===== config.mk =====
export PLATFORM = sky130hd
export DESIGN_NAME = sbus_datapath
export DESIGN_NICKNAME = d
export VERILOG_FILES = /design/src/rtl/sbd_pkg.sv /design/src/rtl/sbd_bus_mux.sv /design/src/rtl/sbd_alu.sv /design/src/rtl/sbus_datapath.sv
export SDC_FILE = /design/constraint.sdc
export NUM_CORES = 1
export LEC_CHECK = 0
export CELL_PAD_IN_SITES_DETAIL_PLACEMENT = 0
export CELL_PAD_IN_SITES_GLOBAL_PLACEMENT = 1
export CORE_MARGIN = 3
export CORE_UTILIZATION = 36
export CTS_CLUSTER_SIZE = 16
export DETAILED_ROUTE_END_ITERATION = 8
export GPL_TIMING_DRIVEN = 0
export PLACE_DENSITY_LB_ADDON = 0.1
export SLEW_MARGIN = 20
export SYNTH_ARGS = -nofsm -noshare
export SYNTH_HDL_FRONTEND = slang
export SYNTH_SLANG_ARGS = --single-unit

===== constraint.sdc =====
create_clock -name clk -period 10.6 [get_ports clk]
set_clock_uncertainty 0.15 [all_clocks]
set_input_delay 3.18 -clock clk [delete_from_list [all_inputs] [get_ports clk]]
set_output_delay 3.18 -clock clk [all_outputs]
set_load 0.02 [all_outputs]

===== src/rtl/sbd_pkg.sv =====
package sbd_pkg;
    // number of general-purpose registers on the bus
    parameter int unsigned NREG = 3;
    // bus source slots: PC, MDR, general registers, Z
    parameter int unsigned SRC_PC  = 0;
    parameter int unsigned SRC_MDR = 1;
    parameter int unsigned SRC_GP0 = 2;
endpackage


===== src/rtl/sbd_bus_mux.sv =====
module sbd_bus_mux #(
    parameter int N = 6,
    parameter int W = 16
) (
    input  logic [N-1:0]        sel,
    input  logic [N-1:0][W-1:0] src,
    output logic [W-1:0]        bus
);
    logic [N-1:0][W-1:0] masked;

    for (genvar i = 0; i < N; i++) begin : g_mask
        assign masked[i] = sel[i] ? src[i] : '0;
    end

    always_comb begin
        bus = '0;
        for (int i = 0; i < N; i++) begin
            bus = bus | masked[i];
        end
    end
endmodule


===== src/rtl/sbd_alu.sv =====
module sbd_alu #(
    parameter int W = 16
) (
    input  logic [W-1:0] opa,
    input  logic [W-1:0] opb,
    input  logic         clr_a,
    input  logic         cin,
    input  logic         add_en,
    output logic [W-1:0] res
);
    logic [W-1:0] a_eff;

    assign a_eff = clr_a ? '0 : opa;
    assign res   = add_en ? (a_eff + opb + {{(W-1){1'b0}}, cin}) : opb;
endmodule


===== src/rtl/sbus_datapath.sv =====
module sbus_datapath #(
    parameter int DW  = 16,
    parameter int NGP = sbd_pkg::NREG
) (
    input  logic           clk,
    input  logic           rst_n,
    input  logic           pc_in,
    input  logic           pc_out,
    input  logic           mar_in,
    input  logic           mdr_in,
    input  logic           mdr_out,
    input  logic           ir_in,
    input  logic [NGP-1:0] r_in,
    input  logic [NGP-1:0] r_out,
    input  logic           y_in,
    input  logic           clr_y,
    input  logic           cin,
    input  logic           add_en,
    input  logic           z_in,
    input  logic           z_out,
    input  logic           rd,
    input  logic           mem_done,
    input  logic [DW-1:0]  mem_rdata,
    output logic           mem_rd_o,
    output logic [DW-1:0]  mem_addr_o,
    output logic [DW-1:0]  mem_mdr_o,
    output logic [DW-1:0]  pc_o,
    output logic [DW-1:0]  ir_o,
    output logic [DW-1:0]  bus_o
);
    localparam int NSRC    = NGP + 3;
    localparam int SRC_Z   = NSRC - 1;

    typedef struct packed {
        logic [DW-1:0]           pc;
        logic [DW-1:0]           mar;
        logic [DW-1:0]           mdr;
        logic [DW-1:0]           ir;
        logic [DW-1:0]           y;
        logic [DW-1:0]           z;
        logic [NGP-1:0][DW-1:0]  r;
    } dp_state_t;

    dp_state_t st_q, st_d;

    logic [NSRC-1:0]          drv_sel;
    logic [NSRC-1:0][DW-1:0]  drv_src;
    logic [DW-1:0]            bus;
    logic [DW-1:0]            alu_res;

    assign drv_sel[sbd_pkg::SRC_PC]  = pc_out;
    assign drv_src[sbd_pkg::SRC_PC]  = st_q.pc;
    assign drv_sel[sbd_pkg::SRC_MDR] = mdr_out;
    assign drv_src[sbd_pkg::SRC_MDR] = st_q.mdr;
    for (genvar g = 0; g < NGP; g++) begin : g_gp_src
        assign drv_sel[sbd_pkg::SRC_GP0 + g] = r_out[g];
        assign drv_src[sbd_pkg::SRC_GP0 + g] = st_q.r[g];
    end
    assign drv_sel[SRC_Z] = z_out;
    assign drv_src[SRC_Z] = st_q.z;

    sbd_bus_mux #(.N(NSRC), .W(DW)) u_mux (
        .sel (drv_sel),
        .src (drv_src),
        .bus (bus)
    );

    sbd_alu #(.W(DW)) u_alu (
        .opa    (st_q.y),
        .opb    (bus),
        .clr_a  (clr_y),
        .cin    (cin),
        .add_en (add_en),
        .res    (alu_res)
    );

    always_comb begin
        st_d = st_q;
        if (pc_in)  st_d.pc  = bus;
        if (mar_in) st_d.mar = bus;
        if (ir_in)  st_d.ir  = bus;
        if (y_in)   st_d.y   = bus;
        if (z_in)   st_d.z   = alu_res;
        for (int k = 0; k < NGP; k++) begin
            if (r_in[k]) st_d.r[k] = bus;
        end
        // memory completion has priority over a bus write
        if (mem_done)    st_d.mdr = mem_rdata;
        else if (mdr_in) st_d.mdr = bus;
    end

    always_ff @(posedge clk) begin
        if (!rst_n) st_q <= '0;
        else        st_q <= st_d;
    end

    assign mem_rd_o   = rd;
    assign mem_addr_o = st_q.mar;
    assign mem_mdr_o  = st_q.mdr;
    assign pc_o       = st_q.pc;
    assign ir_o       = st_q.ir;
    assign bus_o      = bus;
endmodule


==> results by group, run 1 <==
Drt
  • DR iter-0 viols: roughly 340
  • WL/cell: 20.0 um
  • Pre-antenna DRT Iters: 5
  • Met3 routed WL: 1250 um
  • Drt via density: between 5 and 6
  • Top sig layer: met4
  • Metal2 WL: roughly 11,000 um
  • Residual DRC: 0
  • Vias: approximately 6,500
  • DRT Wirelength: 24,800 um
  • Routed Antenna Nets: 0
  • M1 WL: about 12,000 um

STA
  • Setup TNS Final: 0 ns
  • Peak Freq: between 100 and 150 MHz
  • Tightest Pin Transition: about 0.95 ns
  • Pins Over Slew Limit: 0
  • Min Tclk post-route: 9.04 ns
  • Final hold slack: around 0.33 ns
  • Slew headroom: 36.9%
  • Setup-failing EPs final: 0
  • Final count of hold timing violations: 0
  • Final worst path period share: 85.3%
  • RSZ-0062 raised after global routing: no

Final layout
  • Final Cell Area: just over 0.009 mm2
  • Final Util: between 40% and 50%
  • P&R area growth vs syn: 30.8%
  • Nets: 1,019
  • # diodes: 0
  • Fillers: just under 2,000
  • Share of layout cells above drive strength 1: ~13%
  • Non-filler cells, final: 1,238

Floorplanning
  • Rows: 50
  • Die area: 0.0214 mm2
  • Chip height: roughly 150 um
  • Ports: 119
  • Core area: between 0.015 and 0.02 mm2
  • Starting Density: 37.3%
  • Die Wd: ~150 um

Synth
  • Syn nets: 884
  • Avg Inst Size Synth: roughly 8.5 um2
  • Register bit total from synthesis: approximately 140
  • Synth area leader: dfxtp_1
  • Post-synth EDFFs: 0
  • Ys async rst share: 0%
  • Post-synth cell types: 51
  • Synth cell count leaders: 161 x nor2_1, 144 x dfxtp_1, 131 x a211oi_1
  • Most common cell in the synthesized netlist: nor2_1
  • Leading register cell type out of synthesis: dfxtp_1
  • Mapped Cells: 830
  • Mapped Area: 0.00709 mm2
  • Yosys warns: 0
  • Sequential area share after synthesis: 40.6%
  • Top post-synthesis cells by area: dfxtp_1 41%, a211oi_1 14%, nor2_1 8.5%
  • Top cell type's share of synthesized area: 40.6%

Clocking
  • CTS tree: built
  • H-tree levels: 4
  • Clock Latency Late Sink: 0.43 ns
  • Root Driver: clkbuf_16
  • CTS max path bufs: 2
  • Post-cts sizing count: 0
  • CTS Hold Bufs: 0
  • Buffer count from post-CTS setup fixing: 0
  • Clock-pin slew on the worst setup and hold paths: about 0.060 ns
  • Clock sinks: 144
  • CTS buffer count: 17

Critical path
  • Crit Path Max Fanout: 10
  • WS Path Type: in2out
  • Crit path DAT: ~5.7 ns
  • Crit start category: input port
  • Crit path capture type: output pin
  • Data required time of the worst path: 7.27 ns

Placement
  • Placed insts: 1,206
  • Placed cell area: around 0.0086 mm2
  • Final HPWL from detailed placement: around 18,000 um
  • IO Port Bufs: 110
  • Routability cong.: 0.851

Hold path
  • Worst hold path class: reg2reg

Global route
  • Vias in the first global route: 6,208
  • Initial antenna violation count: 0
  • First-pass GRT wire length: about 38,000 um
  • Overall routing resource usage: between 20% and 30%
  • Largest net degree at the start of global routing: 17
  • GRT Residual Overflow: 0

Run
  • Max-cap violations: 0

Power
  • Worst vdd ir: between 100 and 150 uV
  • Static Leak: 3.64 nW
  • PwrDens: just under 200 mW/mm2

Status
  • Outcome: finished clean
final cells by class:
cell class              instances  area, um2  area share [%]
flip-flops and latches        144       2880            31.1
plain buffers                 129        763            8.23
repair buffers                116       1160            12.5
clock inverters                13        233            2.51
multi-input cells             533       3390            36.6
inverters                      24       90.1           0.971
clock buffers                  19        433            4.67
well taps                     260        325            3.51
registers in the layout, indices dropped and copies added, names as in the netlist:
name	cells
st_q	16
mem_mdr_o	16
mem_addr_o	16
ir_o	16
drv_src	64
pc_o	16
through the flow:
stage	power [mW]	worst slack [ns]
after floorplan	0.925	2.88
after global placement	1.12	1.31
after detailed placement	1.13	1.68
after CTS	1.82	1.65
after global routing	1.88	1.53
final	1.81	1.56
metal layers:
| metal | global-route usage, % | up-vias |
|---|---|---|
| met5 | 0 | - |
| met4 | 7.34 | 0 |
| met2 | 35.7 | 219 |
| met1 | 33.0 | 3086 |
| met3 | 3.60 | 29 |
| li1 | - | 3200 |
power by group:
part	internal, mW	total [mW]	switching (mW)
Combinational	0.202	0.483	0.281
Sequential	0.596	0.635	0.0393
Clock	0.443	0.691	0.248
critical path, stage by stage:
cell             delay (ns)
clkbuf_1               0.19
buf_2                  0.30
a22oi_1                0.36
nand2_1                0.16
a221oi_4               0.74
inv_1                  0.18
clkdlybuf4s50_1        0.59
cell families (layout without fill, tap and decap cells):
group	after synthesis	count (layout)	synth area share (%)
compound gates	272	272	28.9
simple gates	234	234	14.0
buf+inv	153	301	12.0
flops	144	144	40.6
fa+ha+maj	16	16	3.03
xor+xnor	6	6	0.741
mux	5	5	0.723
placed cells by master, fill, tap and decap left out, types with 17 or more instances in the layout:
cell type | synthesis | final
nor2_1 | 161 | 161
dfxtp_1 | 144 | 144
a211oi_1 | 131 | 131
clkdlybuf4s50_1 | 0 | 110
buf_4 | 68 | 71
clkbuf_1 | 51 | 53
a22oi_1 | 33 | 33
a21oi_1 | 32 | 32
o21ai_0 | 31 | 31
nand2_1 | 26 | 26
inv_1 | 23 | 23
clkbuf_16 | 0 | 17
worst paths after layout:
kind	end	cells past startpoint	from	slack, ns
max	bus_o[9]	7	mdr_out	1.56
min	st_q[71]$_SDFFE_PN0P_	2	st_q[71]$_SDFFE_PN0P_	0.33
max reg2reg	drv_src[95]$_SDFFE_PN0P_	11	mem_mdr_o[9]$_SDFFE_PN0P_	6.81
min reg2reg	st_q[71]$_SDFFE_PN0P_	2	st_q[71]$_SDFFE_PN0P_	0.33
Power figures use the tool's default switching activity.
==> inputs of run 2 (changes only) <==
- CORE_ASPECT_RATIO: default -> 1.25
- SLEW_MARGIN: 20 -> 40
==> results by group, run 2 (synthesized netlist as in run 1, its figures left out) <==
Clocking
  • CTS Hold Bufs: 0 (unchanged)
  • CTS buffer count: 17 (unchanged)
  • Clock Latency Late Sink: 0.42 ns (about the same)
  • H-tree levels: 4 (unchanged)
  • Clock-pin slew on the worst setup and hold paths: 0.06 ns (about the same)
  • Post-cts sizing count: 0 (unchanged)
  • CTS max path bufs: 2 (unchanged)
  • Root Driver: clkbuf_16
  • Buffer count from post-CTS setup fixing: 0 (unchanged)
  • CTS tree: built
  • Clock sinks: 144 (unchanged)

Critical path
  • WS Path Type: in2out
  • Crit path DAT: 5.57 ns (-0.14 ns)
  • R2R cell count: 11 (unchanged)
  • Reg2reg end: drv_src[95]$_SDFFE_PN0P_
  • CP max stage delay: 0.69 ns (-0.05 ns)
  • Cells along the critical path: clkbuf_2 > buf_4 > a22oi_1 > nand2_1 > a221oi_4 > inv_1 > clkdlybuf4s50_1
  • Data required time of the worst path: 7.27 ns (about the same)
  • Flop-to-flop setup slack: 6.95 ns (+0.14 ns)
  • Setup crit start: r_out[2]
  • Worst setup path end: bus_o[11]
  • Worst path slowest cell: a221oi_4
  • Crit start category: input port
  • Crit Path Max Fanout: 10 (unchanged)
  • Crit path capture type: output pin
  • Origin of the critical flop-to-flop path: drv_src[70]$_SDFFE_PN0P_

Final layout
  • Multi-input logic area: 0.00346 mm2 (+2.0%)
  • Number of flip-flops in the largest register: 64 (unchanged)
  • Fillers: 1,930 (-0.82%)
  • Register area: 0.00288 mm2 (unchanged)
  • Nets: 1,017 (-0.20%)
  • Commonest cells after routing, fill and taps aside: 161 x nor2_1, 144 x dfxtp_1, 131 x a211oi_1, 110 x clkdlybuf4s50_1, 69 x buf_4
  • Commonest non-fill, non-tap cell in the layout: nor2_1
  • # diodes: 0 (unchanged)
  • Share of layout cells above drive strength 1: 13.4% (-0.075 points)
  • P&R area growth vs syn: 30.5%

Drt
  • DRT Wirelength: 24,600 um (-0.85%)
  • DR iter-0 viols: 517 (+54%)
  • WL/cell: 19.9 um (-0.77%)
  • Drt via density: 5.22 (-1.0%)
  • Pre-antenna DRT Iters: 6 (+1)
  • Vias: 6,463 (-1.1%)
  • Routed Antenna Nets: 0 (unchanged)
  • Residual DRC: 0 (unchanged)

Global route
  • First-pass GRT wire length: 37,800 um (-0.53%)
  • Largest net degree at the start of global routing: 17 (unchanged)
  • Overall routing resource usage: 23.0% (-0.058 points)
  • Initial antenna violation count: 0 (unchanged)
  • GRT Residual Overflow: 0 (unchanged)
  • Vias in the first global route: 6,298 (+1.4%)

Run
  • Max-cap violations: 0 (unchanged)

Floorplanning
  • Die Wd: 132 um (-10%)
  • Ports: 119 (unchanged)
  • Rows: 56 (+12%)
  • Core area: 0.0191 mm2 (+0.21%)
  • Starting Density: 37.2% (-0.078 points)
  • Die area: 0.0214 mm2 (about the same)
  • Chip height: 163 um (+11%)

STA
  • Min Tclk post-route: 8.90 ns (-0.145 ns)
  • Setup TNS Final: 0 ns (unchanged)
  • Peak Freq: 112 MHz (+1.6%)
  • Tightest Pin Transition: 0.874 ns (-0.0723 ns)
  • RSZ-0062 raised after global routing: no
  • Final worst path period share: 83.9% (-1.4 points)
  • Pins Over Slew Limit: 0 (unchanged)
  • Final count of hold timing violations: 0 (unchanged)
  • Slew headroom: 41.7% (+4.8 points)
  • Setup-failing EPs final: 0 (unchanged)

Power
  • Worst vdd ir: 111 uV (-15%)
  • Final Power: 1.73 mW (-4.3%)
  • Net Switching: 573 uW (+0.99%)
  • PwrDens: 187 mW/mm2 (-4.1%)
  • P_int: 1.16 mW (-6.8%)
  • Clock Power Share: 35.2% (-3.0 points)
  • Sw frac: 33.1% (+1.7 points)
  • Seq pwr share: 36.9% (+1.8 points)
  • Combinational group share of total power: 27.9% (+1.2 points)
  • Static Leak: 3.60 nW (-1.1%)

Status
  • Outcome: finished clean

Placement
  • Routability cong.: 0.840 (-1.3%)
  • IO Port Bufs: 110 (unchanged)
  • Final HPWL from detailed placement: 18,300 um (+0.83%)

Hold path
  • Worst hold path class: reg2reg
==> run 2: cell types whose count changed in the layout (fill, tap and decap cells not counted), sizes merged <==
cell and delta:
inv +3, clkinvlp +1, bufinv -4, buf -2
==> run 2: power groups by stage <==
stage	Clock, mW	Sequential, mW	Combinational, mW
2_1_floorplan	0	0.632	0.293
3_3_place_gp	0	0.647	0.467
3_5_place_dp	0	0.650	0.481
4_1_cts	0.618	0.638	0.484
5_1_grt	0.642	0.644	0.525
6_report	0.609	0.639	0.483
==> run 2: worst min-delay path by stage <==
stage | start | end | slack [ns] | depth (start not counted)
5_1_grt | mem_addr_o[7]$_SDFFE_PN0P_ | mem_addr_o[7]$_SDFFE_PN0P_ | 0.35 | 2
3_3_place_gp | st_q[69]$_SDFFE_PN0P_ | st_q[69]$_SDFFE_PN0P_ | 0.32 | 2
2_1_floorplan | st_q[66]$_SDFFE_PN0P_ | st_q[66]$_SDFFE_PN0P_ | 0.31 | 2
3_5_place_dp | st_q[69]$_SDFFE_PN0P_ | st_q[69]$_SDFFE_PN0P_ | 0.32 | 2
4_1_cts | st_q[69]$_SDFFE_PN0P_ | st_q[69]$_SDFFE_PN0P_ | 0.33 | 2
6_report | st_q[69]$_SDFFE_PN0P_ | st_q[69]$_SDFFE_PN0P_ | 0.33 | 2
==> run 2: stage by stage <==
| stage | area (um2) | utilization [%] | hold slack, ns | cells | setup WS [ns] |
|---|---|---|---|---|---|
| after global routing | 9260 | 48.6 | 0.346 | 1237 | 1.66 |
| final | 9260 | 48.6 | 0.331 | 1237 | 1.70 |
| after CTS | 9250 | 48.5 | 0.331 | 1236 | 1.69 |
| after detailed placement | 8660 | 45.4 | 0.323 | 1204 | 1.72 |
| after global placement | 8520 | 44.7 | 0.319 | 1201 | 1.33 |
| after floorplan | 7090 | - | 0.309 | 830 | 2.88 |
==> run 2: area by class of cell <==
| cell class | instances | area share (%) |
|---|---|---|
| Multi-Input combinational cell | 533 | 37.4 |
| Sequential cell | 144 | 31.1 |
| Timing Repair Buffer | 114 | 12.3 |
| Buffer | 129 | 8.24 |
| Clock buffer | 19 | 4.78 |
| Tap cell | 261 | 3.53 |
| Clock inverter | 13 | 1.62 |
| Inverter | 24 | 0.973 |
==> run 2: per-layer routing <==
| layer | up-vias | GRT usage, % | wire [um] |
|---|---|---|---|
| met5 | - | 0 | 0 |
| met4 | 0 | 10.2 | 898 |
| met3 | 41 | 3.37 | 940 |
| met2 | 168 | 38.7 | 12100 |
| met1 | 3061 | 29.4 | 10700 |
| li1 | 3193 | - | - |
==> run 2: worst max-delay path: cells and delay by family <==
kind	cells	cell delay [ns]
buffers and inverters	4	1.14
AO/OA/AOI/OAI	2	1.07
AND/OR/NAND/NOR	1	0.17
==> inputs of run 3 (changes only) <==
- clock period: 10.6 -> 8.8 ns (I/O delays scaled with it)
==> results of run 3 <==
The final DEF is identical to that of run 2. Status: finished clean.
Main changes from that run: setup slack after placement 1.72 ns -> 0.996 ns; setup slack after layout 1.70 ns -> 0.982 ns; register-to-register setup slack 6.95 ns -> 5.15 ns; total power 1.73 mW -> 2.08 mW; worst IR drop on VDD 111 uV -> 133 uV
